## src/rtl/pm_pkg.sv

```systemverilog
package pm_pkg;

  localparam int DEF_PERIOD_W = 13;
  localparam int DEF_CNT_W    = 16;

  typedef enum logic [1:0] {
    WAIT_NONE = 2'd0,
    WAIT_A    = 2'd1,
    WAIT_B    = 2'd2
  } wait_e;

  // a strobe only counts when its channel is enabled
  function automatic logic f_accept(input logic strobe, input logic en);
    return strobe & en;
  endfunction

  // pairing is tracked only when both channels are live
  function automatic logic f_paired(input logic en_a, input logic en_b);
    return en_a & en_b;
  endfunction

endpackage

```

## src/rtl/pm_pair_tracker.sv

```systemverilog
module pm_pair_tracker
  import pm_pkg::*;
(
  input  logic clk,
  input  logic rst_n,
  input  logic acc_a,
  input  logic acc_b,
  input  logic both_en,
  input  logic tmo_evt,
  output logic pending,
  output logic ev_start,
  output logic ev_close,
  output logic ev_repeat,
  output logic ev_pair_now
);

  wait_e wait_q, wait_d;

  always_comb begin
    ev_start    = 1'b0;
    ev_close    = 1'b0;
    ev_repeat   = 1'b0;
    ev_pair_now = 1'b0;
    if (!both_en) begin
      ev_close = (wait_q != WAIT_NONE);
    end else begin
      unique case (wait_q)
        WAIT_NONE: begin
          ev_start    = acc_a ^ acc_b;
          ev_pair_now = acc_a & acc_b;
        end
        WAIT_A: begin
          ev_repeat = acc_a;
          ev_close  = acc_b;
        end
        WAIT_B: begin
          ev_repeat = acc_b;
          ev_close  = acc_a;
        end
        default: ev_close = 1'b1;
      endcase
    end
  end

  always_comb begin
    wait_d = wait_q;
    if (ev_close || tmo_evt) wait_d = WAIT_NONE;
    else if (ev_start)       wait_d = acc_a ? WAIT_A : WAIT_B;
  end

  always_ff @(posedge clk or negedge rst_n) begin
    if (!rst_n) wait_q <= WAIT_NONE;
    else        wait_q <= wait_d;
  end

  assign pending = (wait_q != WAIT_NONE);

  // a lost enable leaves no pair open
  p_single_idle_r2: assert property (@(posedge clk) disable iff (!rst_n)
    !both_en |=> !pending);

  // a repeat can only come from an open pair
  p_repeat_needs_open_r8: assert property (@(posedge clk) disable iff (!rst_n)
    ev_repeat |-> pending);

endmodule

```

## src/rtl/pm_timeout_timer.sv

```systemverilog
module pm_timeout_timer #(
  parameter int PERIOD_W = pm_pkg::DEF_PERIOD_W,
  parameter int CNT_W    = pm_pkg::DEF_CNT_W
) (
  input  logic                clk,
  input  logic                rst_n,
  input  logic                pending,
  input  logic                ev_start,
  input  logic                ev_close,
  input  logic                tmo_enable,
  input  logic [PERIOD_W-1:0] period,
  output logic [CNT_W-1:0]    count,
  output logic                tmo_evt
);

  localparam int CW = CNT_W + 1;

  function automatic logic f_active(input logic en, input logic [PERIOD_W-1:0] p);
    return en && (p != '0);
  endfunction

  // the count has reached or passed the period after this edge
  function automatic logic f_reached(input logic [CNT_W-1:0] c,
                                     input logic [PERIOD_W-1:0] p);
    return (CW'(c) + CW'(1)) >= CW'(p);
  endfunction

  logic active, hold_ok;

  assign active  = f_active(tmo_enable, period);
  assign hold_ok = pending && !ev_close;
  assign tmo_evt = hold_ok && active && f_reached(count, period);

  always_ff @(posedge clk or negedge rst_n) begin
    if (!rst_n)                                   count <= '0;
    else if (ev_start || !hold_ok || tmo_evt)     count <= '0;
    else if (active)                              count <= count + CNT_W'(1);
  end

  // a non-zero count means a pair is open
  p_count_needs_wait_r4: assert property (@(posedge clk) disable iff (!rst_n)
    (count != '0) |-> pending);

  // closing a pair clears the count
  p_close_zero_r5: assert property (@(posedge clk) disable iff (!rst_n)
    ev_close |=> (count == '0));

  // an inactive timer never advances
  p_idle_timer_r11: assert property (@(posedge clk) disable iff (!rst_n)
    (!active && !ev_start && hold_ok) |=> (count == $past(count)));

endmodule

```

## src/rtl/pm_sticky_flag.sv

```systemverilog
module pm_sticky_flag (
  input  logic clk,
  input  logic rst_n,
  input  logic set_evt,
  input  logic clr,
  output logic flag,
  output logic irq
);

  always_ff @(posedge clk or negedge rst_n) begin
    if (!rst_n) begin
      flag <= 1'b0;
      irq  <= 1'b0;
    end else begin
      irq <= set_evt;
      if (set_evt)  flag <= 1'b1;
      else if (clr) flag <= 1'b0;
    end
  end

  // the pulse always comes with its flag
  p_irq_sets_flag_r9: assert property (@(posedge clk) disable iff (!rst_n)
    irq |-> flag);

  // the flag holds without a clear
  p_sticky_r9: assert property (@(posedge clk) disable iff (!rst_n)
    (flag && !clr) |=> flag);

endmodule

```

## src/rtl/sample_pair_monitor.sv

```systemverilog
module sample_pair_monitor
  import pm_pkg::*;
#(
  parameter int PERIOD_W = DEF_PERIOD_W,
  parameter int CNT_W    = DEF_CNT_W
) (
  input  logic                clk,
  input  logic                rst_n,
  input  logic                clr_err,
  input  logic                strobe_a,
  input  logic                strobe_b,
  input  logic                chan_en_a,
  input  logic                chan_en_b,
  input  logic                tmo_enable,
  input  logic [PERIOD_W-1:0] tmo_period,
  output logic [CNT_W-1:0]    wait_count,
  output logic                tmo_err,
  output logic                ovf_err,
  output logic                tmo_irq,
  output logic                ovf_irq
);

  localparam int N_ERR = 2;

  logic acc_a, acc_b, both_en;
  logic pending, ev_start, ev_close, ev_repeat, ev_pair_now, tmo_evt;
  logic [N_ERR-1:0] err_set, err_flag, err_irq;

  assign acc_a   = f_accept(strobe_a, chan_en_a);
  assign acc_b   = f_accept(strobe_b, chan_en_b);
  assign both_en = f_paired(chan_en_a, chan_en_b);

  pm_pair_tracker u_track (
    .clk         (clk),
    .rst_n       (rst_n),
    .acc_a       (acc_a),
    .acc_b       (acc_b),
    .both_en     (both_en),
    .tmo_evt     (tmo_evt),
    .pending     (pending),
    .ev_start    (ev_start),
    .ev_close    (ev_close),
    .ev_repeat   (ev_repeat),
    .ev_pair_now (ev_pair_now)
  );

  pm_timeout_timer #(.PERIOD_W(PERIOD_W), .CNT_W(CNT_W)) u_timer (
    .clk        (clk),
    .rst_n      (rst_n),
    .pending    (pending),
    .ev_start   (ev_start),
    .ev_close   (ev_close),
    .tmo_enable (tmo_enable),
    .period     (tmo_period),
    .count      (wait_count),
    .tmo_evt    (tmo_evt)
  );

  // index 0: timeout, index 1: overflow
  assign err_set = {ev_repeat, tmo_evt};

  for (genvar i = 0; i < N_ERR; i++) begin : g_err
    pm_sticky_flag u_flag (
      .clk     (clk),
      .rst_n   (rst_n),
      .set_evt (err_set[i]),
      .clr     (clr_err),
      .flag    (err_flag[i]),
      .irq     (err_irq[i])
    );
  end

  assign tmo_err = err_flag[0];
  assign ovf_err = err_flag[1];
  assign tmo_irq = err_irq[0];
  assign ovf_irq = err_irq[1];

  // a single live channel never raises an error
  p_no_err_single_r2: assert property (@(posedge clk) disable iff (!rst_n)
    !both_en |=> (!ovf_irq && !tmo_irq));

  // a same-cycle pair causes no overflow and leaves the count at zero
  p_no_overflow_r3: assert property (@(posedge clk) disable iff (!rst_n)
    ev_pair_now |=> (!ovf_irq && wait_count == '0));

  // a timeout leaves the count at zero
  p_tmo_zero_r6: assert property (@(posedge clk) disable iff (!rst_n)
    tmo_irq |-> (wait_count == '0));

endmodule

```

## config.mk

```make
export PLATFORM = sky130hd
export DESIGN_NAME = sample_pair_monitor
export DESIGN_NICKNAME = d
export VERILOG_FILES = /design/src/rtl/pm_pkg.sv /design/src/rtl/pm_pair_tracker.sv /design/src/rtl/pm_timeout_timer.sv /design/src/rtl/pm_sticky_flag.sv /design/src/rtl/sample_pair_monitor.sv
export SDC_FILE = /design/constraint.sdc
export NUM_CORES = 1
export LEC_CHECK = 0
export BUFFER_PORTS_ARGS = -buffer_cell sky130_fd_sc_hd__buf_2
export CELL_PAD_IN_SITES_DETAIL_PLACEMENT = 0
export CELL_PAD_IN_SITES_GLOBAL_PLACEMENT = 1
export CORE_MARGIN = 10
export CORE_UTILIZATION = 40
export DETAILED_ROUTE_END_ITERATION = 7
export PLACE_DENSITY = 0.82
export SETUP_SLACK_MARGIN = 0.3
export SLEW_MARGIN = 0
export SYNTH_ARGS = -nofsm -noshare
export SYNTH_HDL_FRONTEND = slang
export SYNTH_HIERARCHICAL = 1
export SYNTH_SLANG_ARGS = --single-unit
```

## constraint.sdc

```tcl
create_clock -name clk -period 4.65 [get_ports clk]
set_input_delay 0.2325 -clock clk [delete_from_list [all_inputs] [get_ports clk]]
set_output_delay 0.2325 -clock clk [all_outputs]
set_load 0.005 [all_outputs]
```

==> metrics.md, run 1 <==
| Metric | Value |
|---|---|
| P_int | `roughly 0.34 mW` |
| Final setup vio count | `0` |
| Total Power | `~0.46 mW` |
| End of the worst hold path | `g_err[0].u_flag/flag` |
| Starting Density | `42.0%` |
| PortBufs | `40` |
| Drt pass-1 iters | `4` |
| Gp weighted congestion | `around 0.77` |
| Critical Path Slowest Stage Cell | `a221oi_4` |
| Clock sinks | `22` |
| Crit path time final | `between 3000 and 4000 ps` |
| Final Max Tran Viols | `0` |
| Hold Vio Cnt, Final | `0` |
| Sw Pwr | `~0.11 mW` |
| Max_slew headroom | `between 50% and 60%` |
| Residual DRC | `0` |
| Initial DRC count | `122` |
| Vias in the first global route | `~1,500` |
| Via-per-instance ratio | `5.31` |
| CP Data Required Time | `between 4000 and 5000 ps` |
| Num rows | `23` |
| Max clock buf depth | `2` |
| Global route overflow | `0` |
| Combinational power share | `roughly 18%` |
| Startpoint Class | `flip-flop` |
| Chip height | `85.5 um` |
| Syn Nets | `around 230` |
| Clock-pin transition on the worst setup and hold timing paths | `around 80 ps` |
| Net switching fraction of the power | `24.9%` |
| Vias post-DR | `1,472` |
| Share of layout cells above drive strength 1 | `about a quarter` |
| CP peak stage delay | `between 500 and 600 ps` |
| Antenna-violating nets left | `0` |
| Fmax achieved | `between 0.2 and 0.3 GHz` |
| Die width | `approximately 86 um` |
| R2R Setup Slk | `about 770 ps` |
| Initial antenna violation count | `0` |
| P&R area growth vs syn | `18.2%` |
| Reg2reg start | `u_timer/count[0]` |
| Setup TNS | `0 ps` |
| CP Max Fanout | `17` |
| Sequential Area | `551 sq um` |
| Multi-input logic area | `between 1000 and 1500 sq um` |
| Clk_skew | `~2.6 ps` |
| Largest net degree at the start of global routing | `23` |
| Post-Synthesis Cells | `187` |
| Wire length of the first global-routing pass | `7.35 mm` |
| PD cells | `between 200 and 250 nW/um^2` |
| Ant diodes | `0` |
| Post-Route WL | `about 4.3 mm` |
| Nets | `~270` |
| Clock Latency Late Sink | `between 200 and 300 ps` |
| Most repeated library cell on the critical path | `ha_1` |
| Peak VDD IR | `between 0.1 and 0.15 mV` |
| Fin crit share | `between 80% and 90%` |
| Inserted Clock Buffers | `3` |
| Critical Path AT | `about 4100 ps` |
| Fill count | `about 400` |
| Root Buffer | `clkbuf_8` |
| Die ar. | `7310 sq um` |
| Reg power frac | `43.4%` |
| Hold Path Class | `in2reg` |
| Most common cell after layout, fill and taps aside | `buf_2` |
| Post-Syn Area | `1720 sq um` |
| WS Path Type | `reg2reg` |
| TritonCTS clock tree | `built` |
| Synth warnings | `6` |
| Status | `finished clean` |
| Setup Buffers After CTS | `0` |
| Least-Margin Pin Slew | `716 ps` |
| Worst path cell trace | `ha_1, nand2_1, nor3_1, nand3_1, xnor2_1, ha_1, a211oi_1, o21ai_1, or4_4, a221oi_4, or2b_1, a31oi_1` |
| Placeable Area | `4090 sq um` |
| IO Count | `approximately 40` |
| Final HPWL DP | `between 3 and 4 mm` |
| Most frequent cells in the layout | `buf_2, dfrtp_1, inv_1` |
| Wirelength per Cell | `15.4 um` |
| FF-to-FF path depth | `12` |
| Worst hold stages | `3` |
| RSZ-0062 raised after global routing | `false` |
| Worst setup EP type | `flip-flop` |
| Clock power frac | `roughly two fifths` |
| Leakage | `around 1.1 nW` |
| Max Cap Viol | `0` |
| H-tree Lvls | `1` |
| R2r endpoint | `u_timer/count[12]` |
| GRT Total Usage | `between 10% and 20%` |
| Worst Min Path Start | `clr_err` |
| Syn_area_per_cell | `between 9 and 10 sq um` |
## cell type report
| type | count | share of cell area (%) |
|---|---|---|
| well taps | 50 | 3.08 |
| clock buffers | 3 | 2.03 |
| inverters | 22 | 4.07 |
| clock inverters | 1 | 1.48 |
| flip-flops and latches | 22 | 27.1 |
| multi-input cells | 138 | 51.8 |
| repair buffers | 41 | 10.4 |
## critical path, delay by kind of cell, from the launching register on
| kind | cells | cell delay (ps) |
|---|---|---|
| and+or+nand+nor | 5 | 1560 |
| xor gates and xnor gates | 1 | 220 |
| DFF | 1 | 410 |
| AOI/OAI and AO/OA | 4 | 1040 |
| adders and majority gates | 2 | 560 |
## sequential cells by signal (all words and copies together) (netlist names)
register and flops:
u_track/wait_q 2, g_err.u_flag/flag 2, u_timer/count 16, g_err.u_flag/irq 2
## power groups by stage
stage / Clock [mW] / Combinational [mW] / Sequential, mW
2_1_floorplan: 0 / 0.0534 / 0.202
3_3_place_gp: 0 / 0.0793 / 0.202
3_5_place_dp: 0 / 0.0797 / 0.202
4_1_cts: 0.185 / 0.0805 / 0.198
5_1_grt: 0.189 / 0.0917 / 0.199
6_report: 0.178 / 0.0800 / 0.198
## metal layers
layer,GRT usage [%],part of all wire [%],up-vias
li1,-,-,742
met1,16.2,51,680
met2,18.3,42,45
met3,2.93,6.2,5
met4,2.84,0.94,0
met5,0,0,-
## worst max-delay path by stage
stage	startpoint	end	slack, ps	cells after the start
after floorplan	u_timer/count[0]	u_timer/count[12]	1360	12
after global placement	u_timer/count[0]	u_timer/count[12]	930	12
after detailed placement	u_timer/count[0]	u_timer/count[12]	800	12
after CTS	u_timer/count[0]	u_timer/count[12]	790	12
after global routing	u_timer/count[0]	u_timer/count[12]	480	12
final	u_timer/count[0]	u_timer/count[12]	770	12
## through the flow
stage	std cells	hold WS (ps)	instance area, sq um	setup slack (ps)	utilization [%]
3_5_place_dp	272	237	1950	799	47.7
6_report	277	237	2030	774	49.7
3_3_place_gp	272	239	1950	929	47.7
4_1_cts	277	233	2030	793	49.7
2_1_floorplan	187	-63.1	1720	1360	-
5_1_grt	277	254	2030	478	49.7
## timing repair
item / CTS / global route
resized for setup: 0 / 0
hold endpoints to repair: 22 / 0
hold buffers: 1 / 0
setup endpoints to repair: 0 / 0
No activity file was read; power rests on OpenSTA's default activity.
==> inputs of run 2 (changes only) <==
==> constraint.sdc (replaced) <==
create_clock -name clk -period 4.05 [get_ports clk]
set_input_delay 0.2025 -clock clk [delete_from_list [all_inputs] [get_ports clk]]
set_output_delay 0.2025 -clock clk [all_outputs]
set_load 0.005 [all_outputs]
==> run 2 against run 1 <==
Worst hold slack got worse by 31 ps. Non-clock buffer count up 6. Register-to-register slack worse by 160 ps. Count of clock-buffer cells in the layout stayed put. Critical path depth is 1 higher. Combinational power up 23%. Maximum frequency rose by 13%. Final area grew 3.3%. Via count grew 1.9%. Critical endpoint is now u_timer/count[11].
==> metrics.md, run 2 (synthesis results as in run 1) <==
| Metric | Value |
|---|---|
| Status | `finished clean (unchanged)` |
| Initial antenna violation count | `0 (unchanged)` |
| Wire length of the first global-routing pass | `7.45 mm (was 7.35 mm)` |
| Hold Path Class | `in2reg (unchanged)` |
| Reg2reg start | `u_timer/count[0] (unchanged)` |
| Critical Path AT | `3620 ps (was 4070 ps)` |
| Most common cell after layout, fill and taps aside | `buf_2 (unchanged)` |
| Clock-pin transition on the worst setup and hold timing paths | `90 ps (was 80 ps)` |
| Vias post-DR | `1,500 (was 1,472)` |
| Fin crit share | `84.8% (was 83.3%)` |
| Post-Route WL | `4.35 mm (was 4.27 mm)` |
| CP peak stage delay | `540 ps (was 570 ps)` |
| Most flop-heavy register | `u_timer/count (unchanged)` |
| Share of layout cells above drive strength 1 | `27.5% (was 24.2%)` |
| Final worst slack | `614 ps (was 774 ps)` |
| Max reg flops | `16 (unchanged)` |
| Least-Margin Pin Slew | `587 ps (was 716 ps)` |
| Placed cell count | `275 (was 272)` |
| CP Max Fanout | `8 (was 17)` |
| End of the worst hold path | `g_err[0].u_flag/flag (unchanged)` |
| Worst setup EP type | `flip-flop (unchanged)` |
| Fill count | `396 (was 395)` |
| Ant diodes | `0 (unchanged)` |
| Antenna-violating nets left | `0 (unchanged)` |
| Setup TNS | `0 ps (unchanged)` |
| R2r endpoint | `u_timer/count[11] (was u_timer/count[12])` |
| Critical Path Slowest Stage Cell | `or4_4 (was a221oi_4)` |
| Vias in the first global route | `1,536 (was 1,521)` |
| Dpl ws | `310 ps (was 799 ps)` |
| TritonCTS clock tree | `built (unchanged)` |
| Die width | `85.5 um (unchanged)` |
| Peak VDD IR | `0.150 mV (was 0.101 mV)` |
| Residual DRC | `0 (unchanged)` |
| PortBufs | `40 (unchanged)` |
| Final Max Tran Viols | `0 (unchanged)` |
| Starting Density | `42.0% (unchanged)` |
| Wirelength per Cell | `15.4 um (about the same)` |
| H-tree Lvls | `1 (unchanged)` |
| Chip height | `85.5 um (unchanged)` |
| Nets | `274 (was 268)` |
| Drt pass-1 iters | `4 (unchanged)` |
| WS Path Type | `reg2reg (unchanged)` |
| Clock sinks | `22 (unchanged)` |
| Final setup vio count | `0 (unchanged)` |
| Worst path cell trace | `ha_2, nand2_1, nor3_4, nand3_1, xnor2_2, ha_1, a211oi_1, o21ai_1, or4_4, a221oi_4, buf_4, a41oi_1, a31oi_1 (was ha_1, nand2_1, nor3_1, nand3_1, xnor2_1, ha_1, a211oi_1, o21ai_1, or4_4, a221oi_4, or2b_1, a31oi_1)` |
| Initial DRC count | `89 (was 122)` |
| R2R Setup Slk | `610 ps (was 770 ps)` |
| Global route overflow | `0 (unchanged)` |
| Startpoint Class | `flip-flop (unchanged)` |
| GRT Total Usage | `12.0% (was 11.9%)` |
| Placeable Area | `4090 sq um (unchanged)` |
| Hold Vio Cnt, Final | `0 (unchanged)` |
| PD cells | `255 nW/um^2 (was 225 nW/um^2)` |
| Gp weighted congestion | `0.801 (was 0.771)` |
| Root Buffer | `clkbuf_8 (unchanged)` |
| CP Data Required Time | `4240 ps (was 4840 ps)` |
| Core Util, Final | `51.3% (was 49.7%)` |
| Fmax achieved | `0.291 GHz (was 0.258 GHz)` |
| Largest net degree at the start of global routing | `23 (unchanged)` |
| Clock Latency Late Sink | `260 ps (about the same)` |
| Via-per-instance ratio | `5.30 (was 5.31)` |
| RSZ-0062 raised after global routing | `false (unchanged)` |
| Max_slew headroom | `60.6% (was 52.3%)` |
| Final HPWL DP | `3.50 mm (was 3.44 mm)` |
| Inserted Clock Buffers | `3 (unchanged)` |
| FF-to-FF path depth | `13 (was 12)` |
| Max Cap Viol | `0 (unchanged)` |
| Worst Min Path Start | `clr_err (unchanged)` |
| Worst hold stages | `3 (unchanged)` |
| Max clock buf depth | `2 (unchanged)` |
| IO Count | `41 (unchanged)` |
| Leakage | `1.17 nW (was 1.12 nW)` |
| Fin cells | `283 (was 277)` |
| Num rows | `23 (unchanged)` |
| Die ar. | `7310 sq um (unchanged)` |
| P&R area growth vs syn | `22.1% (was 18.2%)` |
| Crit path time final | `3440 ps (was 3880 ps)` |
| Most frequent cells in the layout | `buf_2, dfrtp_1, inv_1 (unchanged)` |
| Clk_skew | `4.79 ps (was 2.61 ps)` |
## run 2: timing repair
action | CTS | global route
resized for setup | 1 | 3
pin swaps | 0 | 1
setup endpoints to repair | 2 | 10
hold buffers | 1 | 0
buffers inserted | 0 | 3
hold endpoints to repair | 22 | 0
## run 2: worst max-delay path by stage
stage	from	to	slack, ps	cells past startpoint
floorplan	u_timer/count[0]	u_timer/count[12]	760	12
detailed placement	u_timer/count[0]	u_timer/count[3]	310	13
global route	u_timer/count[0]	u_timer/count[9]	330	13
global placement	u_timer/count[0]	u_timer/count[6]	410	13
finish	u_timer/count[0]	u_timer/count[11]	610	13
CTS	u_timer/count[0]	u_timer/count[3]	400	13
## run 2: routing by layer
| metal | GRT usage (%) | wire, um | vias up |
|---|---|---|---|
| li1 | - | - | 758 |
| met1 | 16.4 | 2090 | 699 |
| met2 | 18.6 | 1930 | 41 |
| met3 | 2.93 | 302 | 2 |
| met4 | 2.69 | 23 | 0 |
| met5 | 0 | 0 | - |
## run 2: per-stage QoR
step           cell area, sq um  power, mW  hold WS, ps
2_1_floorplan              1720      0.293        -93.1
5_1_grt                    2100      0.563          218
3_3_place_gp               1970      0.323          206
4_1_cts                    2060      0.533          211
3_5_place_dp               1970      0.325          204
6_report                   2100      0.534          206
## run 2: final cells by class
type	count	area (sq um)	share of cell area, %
Clock buffer	3	41.3	1.97
Tap cell	50	62.6	2.99
Clock inverter	1	30.0	1.43
Timing Repair Buffer	47	255	12.2
Inverter	22	82.6	3.94
Sequential cell	22	551	26.3
Multi-Input combinational cell	138	1070	51.2
## run 2: power breakdown
| part | switching, mW | leakage [nW] | internal, mW |
|---|---|---|---|
| clock | 0.0757 | 0.0357 | 0.132 |
| sequential | 0.00416 | 0.307 | 0.224 |
| combinational | 0.0551 | 0.832 | 0.0434 |
| total | 0.135 | 1.17 | 0.399 |
## run 2: critical path, delay by kind of cell, from the launching register on
| kind | cells | cell delay (ps) |
|---|---|---|
| buf+inv | 1 | 190 |
| simple gates | 4 | 1050 |
| flops | 1 | 420 |
| xor+xnor | 1 | 170 |
| compound gates | 5 | 970 |
| fa+ha+maj | 2 | 560 |
==> inputs of run 3 (changes only) <==
--- a/config.mk
+++ b/config.mk
@@ -5,13 +5,14 @@
 export SDC_FILE = /design/constraint.sdc
 export NUM_CORES = 1
 export LEC_CHECK = 0
+export ABC_AREA = 1
 export BUFFER_PORTS_ARGS = -buffer_cell sky130_fd_sc_hd__buf_2
 export CELL_PAD_IN_SITES_DETAIL_PLACEMENT = 0
 export CELL_PAD_IN_SITES_GLOBAL_PLACEMENT = 1
 export CORE_MARGIN = 10
-export CORE_UTILIZATION = 40
+export CORE_UTILIZATION = 38
 export DETAILED_ROUTE_END_ITERATION = 7
-export PLACE_DENSITY = 0.82
+export PLACE_DENSITY = 0.83
 export SETUP_SLACK_MARGIN = 0.3
 export SLEW_MARGIN = 0
 export SYNTH_ARGS = -nofsm -noshare
==> constraint.sdc (replaced) <==
create_clock -name clk -period 3.43 [get_ports clk]
set_input_delay 0.1715 -clock clk [delete_from_list [all_inputs] [get_ports clk]]
set_output_delay 0.1715 -clock clk [all_outputs]
set_load 0.005 [all_outputs]
==> run 3 against run 2 <==
Sequential share of layout area down 0.75 points. Power up 17%. Wire length up 8.8%.
==> metrics.md, run 3 <==
| Metric | Value |
|---|---|
| Fmax achieved | `0.370 GHz (was 0.291 GHz)` |
| Post-Synthesis Cells | `264 (was 187)` |
| Residual DRC | `0 (unchanged)` |
| P&R area growth vs syn | `19.5% (was 22.1%)` |
| Clock-pin transition on the worst setup and hold timing paths | `80 ps (was 90 ps)` |
| Fin crit share | `78.8% (was 84.8%)` |
| R2R Setup Slk | `730 ps (was 610 ps)` |
| PD cells | `288 nW/um^2 (was 255 nW/um^2)` |
| Core Util, Final | `46.3% (was 51.3%)` |
| GRT Total Usage | `12.8% (was 12.0%)` |
| Reg power frac | `43.7% (was 42.7%)` |
| FF-to-FF path depth | `22 (was 13)` |
| RSZ-0062 raised after global routing | `false (unchanged)` |
| Syn Nets | `304 (was 227)` |
| Synth warnings | `6 (unchanged)` |
| Worst hold stages | `4 (was 3)` |
| P_int | `0.458 mW (was 0.399 mW)` |
| Root Buffer | `clkbuf_8 (unchanged)` |
| Hold Vio Cnt, Final | `0 (unchanged)` |
| WS Path Type | `reg2reg (unchanged)` |
| Max_slew headroom | `42.8% (was 60.6%)` |
| Global route overflow | `0 (unchanged)` |
| Num rows | `25 (was 23)` |
| Die ar. | `7910 sq um (was 7310 sq um)` |
| Share of layout cells above drive strength 1 | `18.6% (was 27.5%)` |
| Fin cells | `361 (was 283)` |
| Worst setup EP type | `flip-flop (unchanged)` |
| Post-Route WL | `4.73 mm (was 4.35 mm)` |
| Via-per-instance ratio | `4.74 (was 5.30)` |
| Most common cell after layout, fill and taps aside | `nand2_1 (was buf_2)` |
| Die width | `88.9 um (was 85.5 um)` |
| Peak VDD IR | `0.194 mV (was 0.150 mV)` |
| Net switching fraction of the power | `26.3% (was 25.3%)` |
| Starting Density | `38.7% (was 42.0%)` |
| Reg2reg start | `u_timer/count[0] (unchanged)` |
| Final HPWL DP | `3.85 mm (was 3.50 mm)` |
| Chip height | `88.9 um (was 85.5 um)` |
| Clk_skew | `1.93 ps (was 4.79 ps)` |
| Max reg flops | `16 (unchanged)` |
| Final setup vio count | `0 (unchanged)` |
| Dpl ws | `564 ps (was 310 ps)` |
| Placeable Area | `4660 sq um (was 4090 sq um)` |
| Least-Margin Pin Slew | `856 ps (was 587 ps)` |
| Clock power frac | `39.5% (was 38.9%)` |
| Drt pass-1 iters | `4 (unchanged)` |
| Syn_area_per_cell | `6.84 sq um (was 9.18 sq um)` |
| Combinational power share | `16.9% (was 18.5%)` |
| Worst Min Path Start | `clr_err (unchanged)` |
| Most frequent cells in the layout | `nand2_1, inv_1, buf_2 (was buf_2, dfrtp_1, inv_1)` |
| Antenna-violating nets left | `0 (unchanged)` |
| Startpoint Class | `flip-flop (unchanged)` |
| R2r endpoint | `u_track/wait_q[1] (was u_timer/count[11])` |
| Post-Syn Area | `1810 sq um (was 1720 sq um)` |
| Initial DRC count | `138 (was 89)` |
| Total Power | `0.622 mW (was 0.534 mW)` |
| IO Count | `41 (unchanged)` |
| H-tree Lvls | `1 (unchanged)` |
| Wire length of the first global-routing pass | `7.99 mm (was 7.45 mm)` |
| Setup TNS | `0 ps (unchanged)` |
| # resized after CTS | `0 (was 1)` |
| Crit path time final | `2700 ps (was 3440 ps)` |
| TritonCTS clock tree | `built (unchanged)` |
| Vias post-DR | `1,710 (was 1,500)` |
| Sw Pwr | `0.164 mW (was 0.135 mW)` |
| Nets | `348 (was 274)` |
| Largest net degree at the start of global routing | `23 (unchanged)` |
| Critical Path AT | `2910 ps (was 3620 ps)` |
| Vias in the first global route | `1,679 (was 1,536)` |
| Inserted Clock Buffers | `3 (unchanged)` |
| Leakage | `1.31 nW (was 1.17 nW)` |
| CP Data Required Time | `3640 ps (was 4240 ps)` |
| Max clock buf depth | `2 (unchanged)` |
| Initial antenna violation count | `0 (unchanged)` |
| Wirelength per Cell | `13.1 um (was 15.4 um)` |
| Final Max Tran Viols | `0 (unchanged)` |
| Final worst slack | `726 ps (was 614 ps)` |
| Hold Path Class | `in2reg (unchanged)` |
| Clock Latency Late Sink | `270 ps (was 260 ps)` |
| Placed cell count | `355 (was 275)` |
| Max Cap Viol | `0 (unchanged)` |
| End of the worst hold path | `g_err[0].u_flag/flag (unchanged)` |
| Ant diodes | `0 (unchanged)` |
| Status | `finished clean (unchanged)` |
| CP Max Fanout | `6 (was 8)` |
| Gp weighted congestion | `0.893 (was 0.801)` |
| Most flop-heavy register | `u_timer/count (unchanged)` |
| PortBufs | `40 (unchanged)` |
| Clock sinks | `22 (unchanged)` |
[run 3: layout make-up]
type                            count  area, sq um
Inverter                           47          176
Multi-Input combinational cell    191         1050
Sequential cell                    22          551
Fill cell                         483         2500
Clock inverter                      1         30.0
Tap cell                           54         67.6
Clock buffer                        3         41.3
Timing Repair Buffer               43          238
[run 3: stage by stage]
stage	hold WS, ps	cell area (sq um)
2_1_floorplan	-124	1810
3_3_place_gp	172	2060
3_5_place_dp	175	2060
4_1_cts	127	2140
5_1_grt	166	2160
6_report	131	2160
[run 3: layer usage]
metal / track usage, % / up-vias / wire length, um
met3: 2.01 / 6 / 234
met4: 5.49 / 0 / 88
met5: 0 / - / 0
met1: 15.7 / 759 / 2070
met2: 21.6 / 30 / 2340
li1: - / 915 / -
[run 3: worst max-delay path by stage]
stage | from | to | slack [ps] | depth (start not counted)
finish | u_timer/count[0] | u_track/wait_q[1] | 730 | 22
global route | u_timer/count[0] | u_track/wait_q[0] | 350 | 22
CTS | u_timer/count[0] | u_track/wait_q[1] | 560 | 22
detailed placement | u_timer/count[0] | u_track/wait_q[0] | 560 | 22
global placement | u_timer/count[1] | u_track/wait_q[0] | 680 | 22
floorplan | u_timer/count[0] | u_track/wait_q[1] | 1000 | 22
[run 3: timing repair]
action                                 4_1_cts  5_1_grt
endpoints found under the hold margin       22        0
setup buffers                                0        1
hold buffers                                 1        0
setup endpoints to repair                    0        3
[run 3: critical path, stage by stage (launching register included)]
cell     delay, ps
dfrtp_1        440
ha_1           210
nand3_1        140
inv_1          120
nand2_1        100
nor2_1         130
xor2_1         220
ha_1           280
nand2_1         60
inv_1           30
nand2_1         70
nor2_1          40
nand2_1         60
nand2_1         50
nor2_2          90
nand2_1         80
nor2_4         150
nand2_1         70
nand2_1         50
inv_1           50
inv_1           50
nand2_1         60
nor2_1          80
[run 3: power by group through the flow]
stage	Combinational (mW)	Sequential [mW]	Clock, mW
detailed placement	0.105	0.277	0
global route	0.124	0.273	0.265
floorplan	0.0692	0.275	0
global placement	0.105	0.277	0
CTS	0.106	0.272	0.252
finish	0.105	0.272	0.246
